File: src/rtl/mtimer_pkg.sv
package mtimer_pkg;

    localparam int ADDR_W      = 8;
    localparam int TMR_W       = 32;
    localparam int CTRL_KEEP_W = 8;
    localparam int NXFER       = 3;

    // transfer channel indices
    localparam int XF_MATCH = 0;
    localparam int XF_CWR   = 1;
    localparam int XF_SNAP  = 2;

    // register offsets
    localparam logic [ADDR_W-1:0] OFF_MATCH = 8'h00;
    localparam logic [ADDR_W-1:0] OFF_COUNT = 8'h10;
    localparam logic [ADDR_W-1:0] OFF_STAT  = 8'h14;
    localparam logic [ADDR_W-1:0] OFF_IEN   = 8'h1C;
    localparam logic [ADDR_W-1:0] OFF_CTRL  = 8'h20;
    localparam logic [ADDR_W-1:0] OFF_BUSY  = 8'h24;

    // bit positions
    localparam int CTRL_RUN  = 0;
    localparam int CTRL_SNAP = 1;
    localparam int BSY_MATCH = 0;
    localparam int BSY_CWR   = 4;
    localparam int BSY_SNAP  = 5;

    typedef enum logic [2:0] {
        SEL_NONE,
        SEL_MATCH,
        SEL_COUNT,
        SEL_STAT,
        SEL_IEN,
        SEL_CTRL,
        SEL_BUSY
    } reg_sel_e;

    typedef struct packed {
        logic                   wr;
        logic                   rd;
        reg_sel_e               sel;
        logic [CTRL_KEEP_W-1:0] wlo;
    } bus_req_t;

    function automatic reg_sel_e decode_off(input logic [ADDR_W-1:0] a);
        reg_sel_e s;
        case (a)
            OFF_MATCH: s = SEL_MATCH;
            OFF_COUNT: s = SEL_COUNT;
            OFF_STAT:  s = SEL_STAT;
            OFF_IEN:   s = SEL_IEN;
            OFF_CTRL:  s = SEL_CTRL;
            OFF_BUSY:  s = SEL_BUSY;
            default:   s = SEL_NONE;
        endcase
        return s;
    endfunction

endpackage

File: src/rtl/mtimer_xfer.sv
module mtimer_xfer
    import mtimer_pkg::*;
#(
    parameter int LAT = 4
) (
    input  logic             clk,
    input  logic             rst,
    input  logic             start,
    input  logic [TMR_W-1:0] din,
    output logic             busy,
    output logic             commit,
    output logic [TMR_W-1:0] dout
);

    localparam int CW = $clog2(LAT + 1);

    logic [CW-1:0]    left_q;
    logic [TMR_W-1:0] data_q;

    always_ff @(posedge clk) begin
        if (rst) begin
            left_q <= '0;
            data_q <= '0;
        end else if (start) begin
            left_q <= CW'(LAT);
            data_q <= din;
        end else if (left_q != '0) begin
            left_q <= left_q - CW'(1);
        end
    end

    assign busy   = (left_q != '0);
    assign commit = (left_q == CW'(1)) && !start;
    assign dout   = data_q;

endmodule

File: src/rtl/mtimer_core.sv
module mtimer_core
    import mtimer_pkg::*;
(
    input  logic             clk,
    input  logic             rst,
    input  logic             run,
    input  logic             load,
    input  logic [TMR_W-1:0] load_val,
    input  logic             match_ld,
    input  logic [TMR_W-1:0] match_in,
    output logic [TMR_W-1:0] cnt,
    output logic [TMR_W-1:0] match,
    output logic             hit
);

    logic [TMR_W-1:0] cnt_q;
    logic [TMR_W-1:0] match_q;

    always_ff @(posedge clk) begin
        if (rst) begin
            cnt_q <= '0;
        end else if (load) begin
            cnt_q <= load_val;
        end else if (run) begin
            cnt_q <= cnt_q + TMR_W'(1);
        end
    end

    always_ff @(posedge clk) begin
        if (rst) begin
            match_q <= '1;
        end else if (match_ld) begin
            match_q <= match_in;
        end
    end

    assign cnt   = cnt_q;
    assign match = match_q;
    assign hit   = (cnt_q == match_q);

endmodule

File: src/rtl/mtimer_regs.sv
module mtimer_regs
    import mtimer_pkg::*;
(
    input  logic                   clk,
    input  logic                   rst,
    input  logic                   bus_wr,
    input  logic                   bus_rd,
    input  logic [ADDR_W-1:0]      bus_addr,
    input  logic [CTRL_KEEP_W-1:0] wdata_lo,
    input  logic                   hit,
    input  logic [TMR_W-1:0]       match_val,
    input  logic                   snap_commit,
    input  logic [TMR_W-1:0]       snap_data,
    input  logic [NXFER-1:0]       xf_busy,
    output logic [NXFER-1:0]       xf_start,
    output logic                   run,
    output logic                   stat,
    output logic                   ien,
    output logic [TMR_W-1:0]       snap,
    output logic                   irq,
    output logic [TMR_W-1:0]       rdata
);

    bus_req_t req;

    logic [CTRL_KEEP_W-1:0] ctrl_q;
    logic                   stat_q;
    logic                   ien_q;
    logic [TMR_W-1:0]       snap_q;
    logic [TMR_W-1:0]       rdata_q;
    logic [TMR_W-1:0]       rd_word;
    logic [TMR_W-1:0]       busy_word;

    always_comb begin
        req.wr  = bus_wr;
        req.rd  = bus_rd;
        req.sel = decode_off(bus_addr);
        req.wlo = wdata_lo;
    end

    always_comb begin
        xf_start            = '0;
        xf_start[XF_MATCH]  = req.wr && (req.sel == SEL_MATCH);
        xf_start[XF_CWR]    = req.wr && (req.sel == SEL_COUNT);
        xf_start[XF_SNAP]   = req.wr && (req.sel == SEL_CTRL) && req.wlo[CTRL_SNAP];
    end

    always_ff @(posedge clk) begin
        if (rst) begin
            ctrl_q <= '0;
        end else if (req.wr && (req.sel == SEL_CTRL)) begin
            ctrl_q <= req.wlo & ~(CTRL_KEEP_W'(1) << CTRL_SNAP);
        end
    end

    always_ff @(posedge clk) begin
        if (rst) begin
            ien_q <= 1'b0;
        end else if (req.wr && (req.sel == SEL_IEN)) begin
            ien_q <= req.wlo[0];
        end
    end

    // set takes precedence over a same-cycle clear
    always_ff @(posedge clk) begin
        if (rst) begin
            stat_q <= 1'b0;
        end else if (hit) begin
            stat_q <= 1'b1;
        end else if (req.wr && (req.sel == SEL_STAT) && req.wlo[0]) begin
            stat_q <= 1'b0;
        end
    end

    always_ff @(posedge clk) begin
        if (rst) begin
            snap_q <= '0;
        end else if (snap_commit) begin
            snap_q <= snap_data;
        end
    end

    always_comb begin
        busy_word            = '0;
        busy_word[BSY_MATCH] = xf_busy[XF_MATCH];
        busy_word[BSY_CWR]   = xf_busy[XF_CWR];
        busy_word[BSY_SNAP]  = xf_busy[XF_SNAP];
    end

    always_comb begin
        case (req.sel)
            SEL_MATCH: rd_word = match_val;
            SEL_COUNT: rd_word = snap_q;
            SEL_STAT:  rd_word = TMR_W'(stat_q);
            SEL_IEN:   rd_word = TMR_W'(ien_q);
            SEL_CTRL:  rd_word = TMR_W'(ctrl_q);
            SEL_BUSY:  rd_word = busy_word;
            default:   rd_word = '0;
        endcase
    end

    always_ff @(posedge clk) begin
        if (rst) begin
            rdata_q <= '0;
        end else if (req.rd) begin
            rdata_q <= rd_word;
        end
    end

    assign run   = ctrl_q[CTRL_RUN];
    assign stat  = stat_q;
    assign ien   = ien_q;
    assign snap  = snap_q;
    assign irq   = stat_q & ien_q;
    assign rdata = rdata_q;

endmodule

File: src/rtl/mtimer_top.sv
module mtimer_top
    import mtimer_pkg::*;
#(
    parameter int XFER_LAT = 4
) (
    input  logic              clk,
    input  logic              rst,
    input  logic              bus_wr,
    input  logic              bus_rd,
    input  logic [ADDR_W-1:0] bus_addr,
    input  logic [TMR_W-1:0]  bus_wdata,
    output logic [TMR_W-1:0]  bus_rdata,
    output logic              irq
);

    logic [NXFER-1:0] xf_start;
    logic [NXFER-1:0] xf_busy;
    logic [NXFER-1:0] xf_commit;
    logic [TMR_W-1:0] xf_din  [NXFER];
    logic [TMR_W-1:0] xf_dout [NXFER];

    logic [TMR_W-1:0] live_cnt;
    logic [TMR_W-1:0] match_val;
    logic [TMR_W-1:0] snap_val;
    logic             hit;
    logic             run_en;
    logic             stat_flag;
    logic             ien_flag;
    logic             cnt_load;

    assign xf_din[XF_MATCH] = bus_wdata;
    assign xf_din[XF_CWR]   = bus_wdata;
    assign xf_din[XF_SNAP]  = live_cnt;
    assign cnt_load         = xf_commit[XF_CWR];

    for (genvar i = 0; i < NXFER; i++) begin : g_xfer
        mtimer_xfer #(.LAT(XFER_LAT)) u_xfer (
            .clk    (clk),
            .rst    (rst),
            .start  (xf_start[i]),
            .din    (xf_din[i]),
            .busy   (xf_busy[i]),
            .commit (xf_commit[i]),
            .dout   (xf_dout[i])
        );
    end

    mtimer_core u_core (
        .clk      (clk),
        .rst      (rst),
        .run      (run_en),
        .load     (cnt_load),
        .load_val (xf_dout[XF_CWR]),
        .match_ld (xf_commit[XF_MATCH]),
        .match_in (xf_dout[XF_MATCH]),
        .cnt      (live_cnt),
        .match    (match_val),
        .hit      (hit)
    );

    mtimer_regs u_regs (
        .clk         (clk),
        .rst         (rst),
        .bus_wr      (bus_wr),
        .bus_rd      (bus_rd),
        .bus_addr    (bus_addr),
        .wdata_lo    (bus_wdata[CTRL_KEEP_W-1:0]),
        .hit         (hit),
        .match_val   (match_val),
        .snap_commit (xf_commit[XF_SNAP]),
        .snap_data   (xf_dout[XF_SNAP]),
        .xf_busy     (xf_busy),
        .xf_start    (xf_start),
        .run         (run_en),
        .stat        (stat_flag),
        .ien         (ien_flag),
        .snap        (snap_val),
        .irq         (irq),
        .rdata       (bus_rdata)
    );

endmodule

File: config.mk
export PLATFORM = sky130hd
export DESIGN_NAME = mtimer_top
export DESIGN_NICKNAME = d
export VERILOG_FILES = /design/src/rtl/mtimer_pkg.sv /design/src/rtl/mtimer_xfer.sv /design/src/rtl/mtimer_core.sv /design/src/rtl/mtimer_regs.sv /design/src/rtl/mtimer_top.sv
export SDC_FILE = /design/constraint.sdc
export NUM_CORES = 1
export LEC_CHECK = 0
export BUFFER_PORTS_ARGS = -buffer_cell sky130_fd_sc_hd__clkbuf_2
export CAP_MARGIN = 20
export CORE_MARGIN = 1
export CORE_UTILIZATION = 45
export CTS_CLUSTER_DIAMETER = 200
export DETAILED_ROUTE_END_ITERATION = 8
export SLEW_MARGIN = 0
export SYNTH_ARGS = -nofsm -noshare
export SYNTH_HDL_FRONTEND = slang
export SYNTH_SLANG_ARGS = --single-unit
File: constraint.sdc
create_clock -name clk -period 1.7 [get_ports clk]
set_clock_uncertainty 0.15 [all_clocks]
set_input_delay 0.085 -clock clk [delete_from_list [all_inputs] [get_ports clk]]
set_output_delay 0.085 -clock clk [all_outputs]
set_load 0.02 [all_outputs]
==> impl_metrics.tcl, run 1 <==
set metrics [dict create \
    tritoncts "done" \
    num_antenna_cells 0 \
    drt-initial-drc-count 580 \
    fin_worst_hold_slack_ps -6.33 \
    clockRootBuffer "clkbuf_16" \
    status "finished, violations left" \
    setup-violations-final 13 \
    pin_count 77 \
    synth_seq_cells 242 \
    max_clock_freq_ghz 0.540 \
    post_drt_via_cell_ratio 5.24 \
    clock_latency_ps 540 \
    globalRoute.totalOverflow 0 \
    seq_area_frac_synth_pct 47.5 \
    violations "DRC, hold timing, setup timing" \
    postRouteWirelength_um 29200 \
    die_h_um 153 \
    cts_buffer_depth 3 \
    numClockSinks 242 \
    leakage_nw 5.19 \
    worst_ep_arrival_time_ps 2150 \
    grt_use_met1_pct 34.4 \
    critical_path_peak_fanout 5 \
    start_util_pct 46.3 \
    cpLargestDelayFamily "simple AND/OR/NAND/NOR gates" \
    path_buf_inv 1 \
    final_period_minus_worst_setup_slack_ps 1850 \
    netlist_area_sq_mm 0.0102 \
    critical-path-max-stage-delay_ps 370 \
    slew_headroom_pct 65.9 \
    multiInputGateArea_sq_mm 0.00526 \
    yosys.cell_types.count 43 \
    floorplan.die_area_sq_mm 0.0233 \
    grt_start_max_net_pins 102 \
    synthToLayoutAreaGrowth_pct 31.3 \
    critical_path_required_ps 1990 \
    vdd_ir_drop_max_v 0.000792 \
    register_area_sq_mm 0.00487 \
    postSynthAreaPerCell_sq_um 8.37 \
    dpl.hpwl_um 18100 \
    cts.htree.levels 1 \
    fin_tns_setup_ps -949 \
    layout.nets 1447 \
    rsz0062_at_grt "true" \
    global_route.usage.met2_pct 39.3 \
    finalMaxSlewViolations 0 \
    buffer_ports.inserted 76 \
    synth.net_count 1273 \
    number_of_enable_type_register_cells_in_the_synthesized_netlist 0 \
    cts-buffers-inserted 26 \
    critical_path_class "reg2reg" \
    nFillCells 1972 \
    place.gp.congestion 0.831 \
    power_density_mw_per_mm2 1310 \
    async_flop_share_pct 0 \
    grt_pass1_wl_um 45500 \
    timing.final.hold_violations 1 \
    total_of_warnings_raised_by_yosys 0 \
    design.core.area_sq_mm 0.0220 \
    drv_cap 0 \
    drc_errors 1 \
    endpoint_kind "flop" \
    grt_busiest_layer "met2" \
    track_usage_pct 24.3 \
    postSynthCellCount 1218 \
    fin_crit_sh_pct 109 \
    post-route-worst-setup-slack_ps -153 \
    die_x_um 153 \
    routedWlPerCell_um 17.3 \
    cp_launch_type "flop" \
    grt_pass1_vias 8419 \
    antenna_violating_nets_post_route 0 \
    timing.hold.worst.class "in2reg" \
    num_rows 54 \
    critical_path.cell_chain "and4_4, nand4_1, buf_6, nor4_4, xnor2_2, a211oi_2" \
    clk_pin_slew_ps 60 \
    cp_slowest_cell "nor4_4" \
    final_core_util_pct 60.8 \
    grt_antenna_before_repair 0 \
    use_met3_pct 2.90 \
    ys.flop_type "dfxtp_1" \
    post_route_cells_drive_above_1_share_pct 22.9 \
    detailroute.via_count 8848 \
    firstDrtPassIters 9 \
    tightest_slew_ps 511 \
]
-- layer usage --
layer  part of all wire [%]  routed length [um]
met1                     48               14000
met4                    2.3                 672
met3                    4.2                1220
met2                     46               13300
met5                      0                   0
-- logic make-up after synthesis --
kind of cell,Yosys count,share of synthesized area (%)
and+or+nand+nor,505,21.7
DFF,242,47.5
AOI/OAI and AO/OA,214,11.7
buffers and inverters,105,4.34
muxes,75,7.68
xor gates and xnor gates,66,5.67
adders and majority gates,11,1.35
-- where the power goes --
part	total (mW)	switching [mW]	internal [mW]	leakage [nW]
combinational	5.09	2.56	2.53	2.82
clock	5.53	2.26	3.27	0.405
sequential	6.93	0.600	6.33	1.97
-- placed cells by master, fill, tap and decap left out, drive strengths merged, types with 19 or more instances in the layout --
| cell type | n |
|---|---|
| nand2 | 307 |
| nor2 | 87 |
| a211oi | 33 |
| a21oi | 161 |
| buf | 107 |
| clkbuf | 122 |
| xnor2 | 58 |
| dfxtp | 242 |
| nor2b | 32 |
| nand4 | 19 |
| mux2 | 26 |
| dlygate4sd3 | 46 |
| mux2i | 49 |
-- final timing paths --
kind | slack [ps] | startpoint | endpoint | cells after the start
worst max-delay path | -150 | u_core.cnt[13]$_SDFFE_PP0P_ | u_core.cnt[29]$_SDFFE_PP0P_ | 6
worst min-delay path | -6 | bus_addr[7] | g_xfer[2].u_xfer.left_q[2]$_SDFFE_PP0P_ | 5
worst max register to register | -150 | u_core.cnt[13]$_SDFFE_PP0P_ | u_core.cnt[29]$_SDFFE_PP0P_ | 6
worst min register to register | 300 | g_xfer[2].u_xfer.dout[7]$_SDFFE_PP0P_ | u_regs.snap[7]$_SDFFE_PP0P_ | 2
-- flip-flops by register name (all words and copies together), names as in the netlist --
| signal | count |
|---|---|
| g_xfer.u_xfer.dout | 96 |
| u_core.cnt | 32 |
| u_core.match | 32 |
| u_regs.rdata | 32 |
| u_regs.snap | 32 |
| g_xfer.u_xfer.left_q | 9 |
| u_regs.ctrl_q | 7 |
| u_regs.ien | 1 |
| u_regs.stat | 1 |
-- what timing repair did --
action | CTS | global route
buffers inserted | 2 | 6
hold endpoints to repair | 132 | 0
resized for setup | 37 | 49
setup endpoints to repair | 53 | 106
gates cloned | 0 | 7
hold buffers | 49 | 0
pin swaps | 7 | 30
-- tightest hold or removal path, delay by kind of cell --
family / cells / cell delay [ps]
and+or+nand+nor: 2 / 210
AOI/OAI and AO/OA: 1 / 60
buffers and inverters: 2 / 270
-- cell usage after synthesis (2+ instances only) --
master	number	share of area [%]
nand2_1	307	11
dfxtp_1	242	48
a21oi_1	161	7.9
nor2_1	86	3.2
xnor2_1	58	5.0
clkbuf_1	57	2.1
mux2i_1	49	4.8
nor2b_1	32	2.0
a211oi_1	31	2.3
buf_2	30	1.5
mux2_2	26	2.9
nand4_1	17	1.0
nor3_1	15	0.74
inv_1	14	0.52
nand3_1	13	0.64
ha_1	11	1.3
nor4_1	8	0.49
o21ai_0	8	0.39
xor2_1	8	0.69
and4_1	7	0.60
and3_1	4	0.25
a22oi_1	3	0.22
buf_4	3	0.22
a2111oi_0	2	0.17
a211oi_2	2	0.25
a31oi_1	2	0.12
and2_1	2	0.12
nand2b_1	2	0.12
nand3b_1	2	0.15
nand4_2	2	0.25
nor4b_1	2	0.17
-- cell type report --
class,instances,share of cell area (%)
sequential,242,36.4
timing repair buffer,236,15.0
clock buffer,41,5.80
multi-input combinational,871,39.3
tap,280,2.62
inverter,15,0.421
clock inverter,4,0.439
-- per-stage QoR --
stage,total power [mW],hold slack (ps),area [sq um],setup WS [ps],std cells
floorplan,9.63,71.0,10300,-84.4,1218
global placement,11.3,179,11500,-82.7,1581
detailed placement,11.3,177,11500,-113,1581
CTS,17.1,-45.5,13000,-62.5,1677
global route,18.4,40.3,13400,-225,1689
finish,17.6,-6.33,13400,-153,1689
Note: power is estimated with default switching activity, not from simulation.
==> inputs of run 2 (changes only) <==
--- a/config.mk
+++ b/config.mk
@@ -15,3 +15,4 @@
 export SYNTH_ARGS = -nofsm -noshare
 export SYNTH_HDL_FRONTEND = slang
 export SYNTH_SLANG_ARGS = --single-unit
+export TNS_END_PERCENT = 50
==> run 2 against run 1 <==
Against the previous run: the flow finishes with violations (setup timing); critical path depth unchanged; combinational power increased by 2%; global-route usage down 0.34 points; wire length shrank 0.89%; sequential share of layout area shrank 0.25 points; die area unchanged; maximum frequency up 5.2%; cell area increased by 0.46%; clock power rose by 4.3%; first-iteration DRC count is 0.52% lower; final cell count up 0.18%; setup slack improved by 92 ps.
==> impl_metrics.tcl, run 2 (synthesized netlist as in run 1, its figures left out) <==
set metrics [dict create \
    status "finished, violations left" \
    violations "setup timing" \
    numClockSinks 242 \
    nFillCells 1949 \
    firstDrtPassIters 7 \
    multiInputGateArea_sq_mm 0.00522 \
    critical-path-max-stage-delay_ps 320 \
    place.gp.congestion 0.848 \
    leakage_nw 5.18 \
    num_antenna_cells 0 \
    register_share_of_total_power_pct 38.6 \
    mostFrequentLayoutCell "nand2_1" \
    ff2ff_setup_slack_ps -60 \
    synthToLayoutAreaGrowth_pct 31.9 \
    floorplan.die_area_sq_mm 0.0233 \
    grt_pass1_wl_um 45200 \
    tightest_slew_ps 465 \
    postRouteWirelength_um 28900 \
    die_x_um 153 \
    num_rows 54 \
    routedWlPerCell_um 17.1 \
    cts-buffers-inserted 26 \
    tritoncts "done" \
    start_util_pct 46.3 \
    slew_headroom_pct 69.0 \
    timing.hold.worst.class "in2reg" \
    setup.worst_path.start "u_core.cnt[13]$_SDFFE_PP0P_" \
    globalRoute.totalOverflow 0 \
    rsz0062_at_grt "true" \
    drt-initial-drc-count 577 \
    dp_slack_ps -238 \
    crit-reg2reg-launch "u_core.cnt[13]$_SDFFE_PP0P_" \
    vdd_ir_drop_max_v 0.000695 \
    clk_pin_slew_ps 60 \
    fin_tns_setup_ps -374 \
    power_density_mw_per_mm2 1330 \
    critical_path_required_ps 1990 \
    finish.cell_count_without_fillers 1692 \
    cts.htree.levels 1 \
    detailroute.via_count 8911 \
    place.detailed.instances 1590 \
    clock_latency_ps 530 \
    setup-violations-final 9 \
    design.core.area_sq_mm 0.0220 \
    pin_count 77 \
    critical_path_peak_fanout 10 \
    clockRootBuffer "clkbuf_16" \
    critical_path_class "reg2reg" \
    worst_ep_arrival_time_ps 2050 \
    grt_start_max_net_pins 65 \
    die_h_um 153 \
    power.combinational.fraction_pct 29.1 \
    cts_buffer_depth 3 \
    non_filler_cell_area_final_sq_mm 0.0135 \
    cp_slowest_cell "dfxtp_1" \
    swShare_pct 30.4 \
    post_route_cells_drive_above_1_share_pct 23.0 \
    critical_path.cell_chain "and4_1, nand4_1, buf_6, nor4b_4, xnor2_1, a211oi_1" \
    grt_antenna_before_repair 0 \
    track_usage_pct 24.0 \
    finalMaxSlewViolations 0 \
    dpl.hpwl_um 18300 \
    drc_errors 0 \
    antenna_violating_nets_post_route 0 \
    hp-start "bus_addr[4]" \
    timing.final.hold_violations 0 \
    final_period_minus_worst_setup_slack_ps 1760 \
    max_clock_freq_ghz 0.568 \
    fin_crit_sh_pct 104 \
    dpl-instance-area_sq_mm 0.0116 \
    p_sw_mw 5.43 \
    grt_pass1_vias 8471 \
    final_cell_mix "nand2_1, dfxtp_1, a21oi_1, buf_4, nor2_1" \
    clock_network_power_share_pct 32.3 \
    endpoint_kind "flop" \
    fin_worst_hold_slack_ps 26.7 \
    post-route-worst-setup-slack_ps -61.3 \
    post_drt_via_cell_ratio 5.27 \
    path_buf_inv 1 \
    drv_cap 0 \
    largest_register_ffs 96 \
    cp_launch_type "flop" \
    cpLargestDelayFamily "simple AND/OR/NAND/NOR gates" \
    register_area_sq_mm 0.00486 \
    buffer_ports.inserted 76 \
    layout.nets 1449 \
    p_int_mw 12.4 \
]
## run 2: changes by cell type in the layout (fill, tap and decap cells not counted), sizes merged
cell | before | now
bufinv | 1 | 3
dlygate4sd3 | 46 | 41
clkinv | 3 | 6
clkbuf | 122 | 115
buf | 107 | 119
dlymetal6s4s | 2 | 0
## run 2: layout make-up
type / count / share of cell area [%]
Sequential cell: 242 / 36.1
Inverter: 15 / 0.437
Multi-Input combinational cell: 871 / 38.8
Tap cell: 280 / 2.60
Timing Repair Buffer: 238 / 15.6
Clock buffer: 37 / 5.60
Clock inverter: 9 / 0.912
## run 2: worst paths after layout
path	endpoint	depth (start not counted)
worst max register to register	u_core.cnt[28]$_SDFFE_PP0P_	6
worst min-delay path	u_regs.rdata[5]$_SDFFE_PP0P_	5
worst min register to register	u_regs.rdata[0]$_SDFFE_PP0P_	2
worst max-delay path	u_core.cnt[28]$_SDFFE_PP0P_	6
## run 2: metal layers
layer | vias to the layer above | global-route usage, % | part of all wire, %
li1 | 4429 | - | -
met1 | 4298 | 33.7 | 49
met2 | 155 | 39.6 | 46
met3 | 29 | 3.01 | 3.5
met4 | 0 | 4.81 | 1.1
met5 | - | 0 | 0
## run 2: power groups by stage
stage	Combinational (mW)	Sequential [mW]	Clock, mW
after floorplan	2.69	6.92	0
after global placement	4.45	6.94	0
after detailed placement	4.49	6.95	0
after CTS	4.66	6.85	5.89
after global routing	5.62	6.97	6.11
final	5.19	6.88	5.77
## run 2: metrics by stage
step	power, mW	utilization [%]
2_1_floorplan	9.61	-
3_3_place_gp	11.4	52.8
3_5_place_dp	11.4	52.8
4_1_cts	17.4	59.3
5_1_grt	18.7	61.1
6_report	17.8	61.1
## run 2: timing repair
| action | in CTS | in global routing |
|---|---|---|
| cloned | 1 | 6 |
| buffers inserted | 1 | 8 |
| endpoints found under the setup margin | 23 | 115 |
| hold buffers | 41 | 0 |
| pin swaps | 9 | 15 |
| endpoints found under the hold margin | 128 | 0 |
| gates resized for setup | 26 | 43 |
## run 2: worst min-delay path, delay by kind of cell
kind                   cells  cell delay [ps]
and+or+nand+nor            1               50
buffers and inverters      2              270
AOI/OAI and AO/OA          2              250
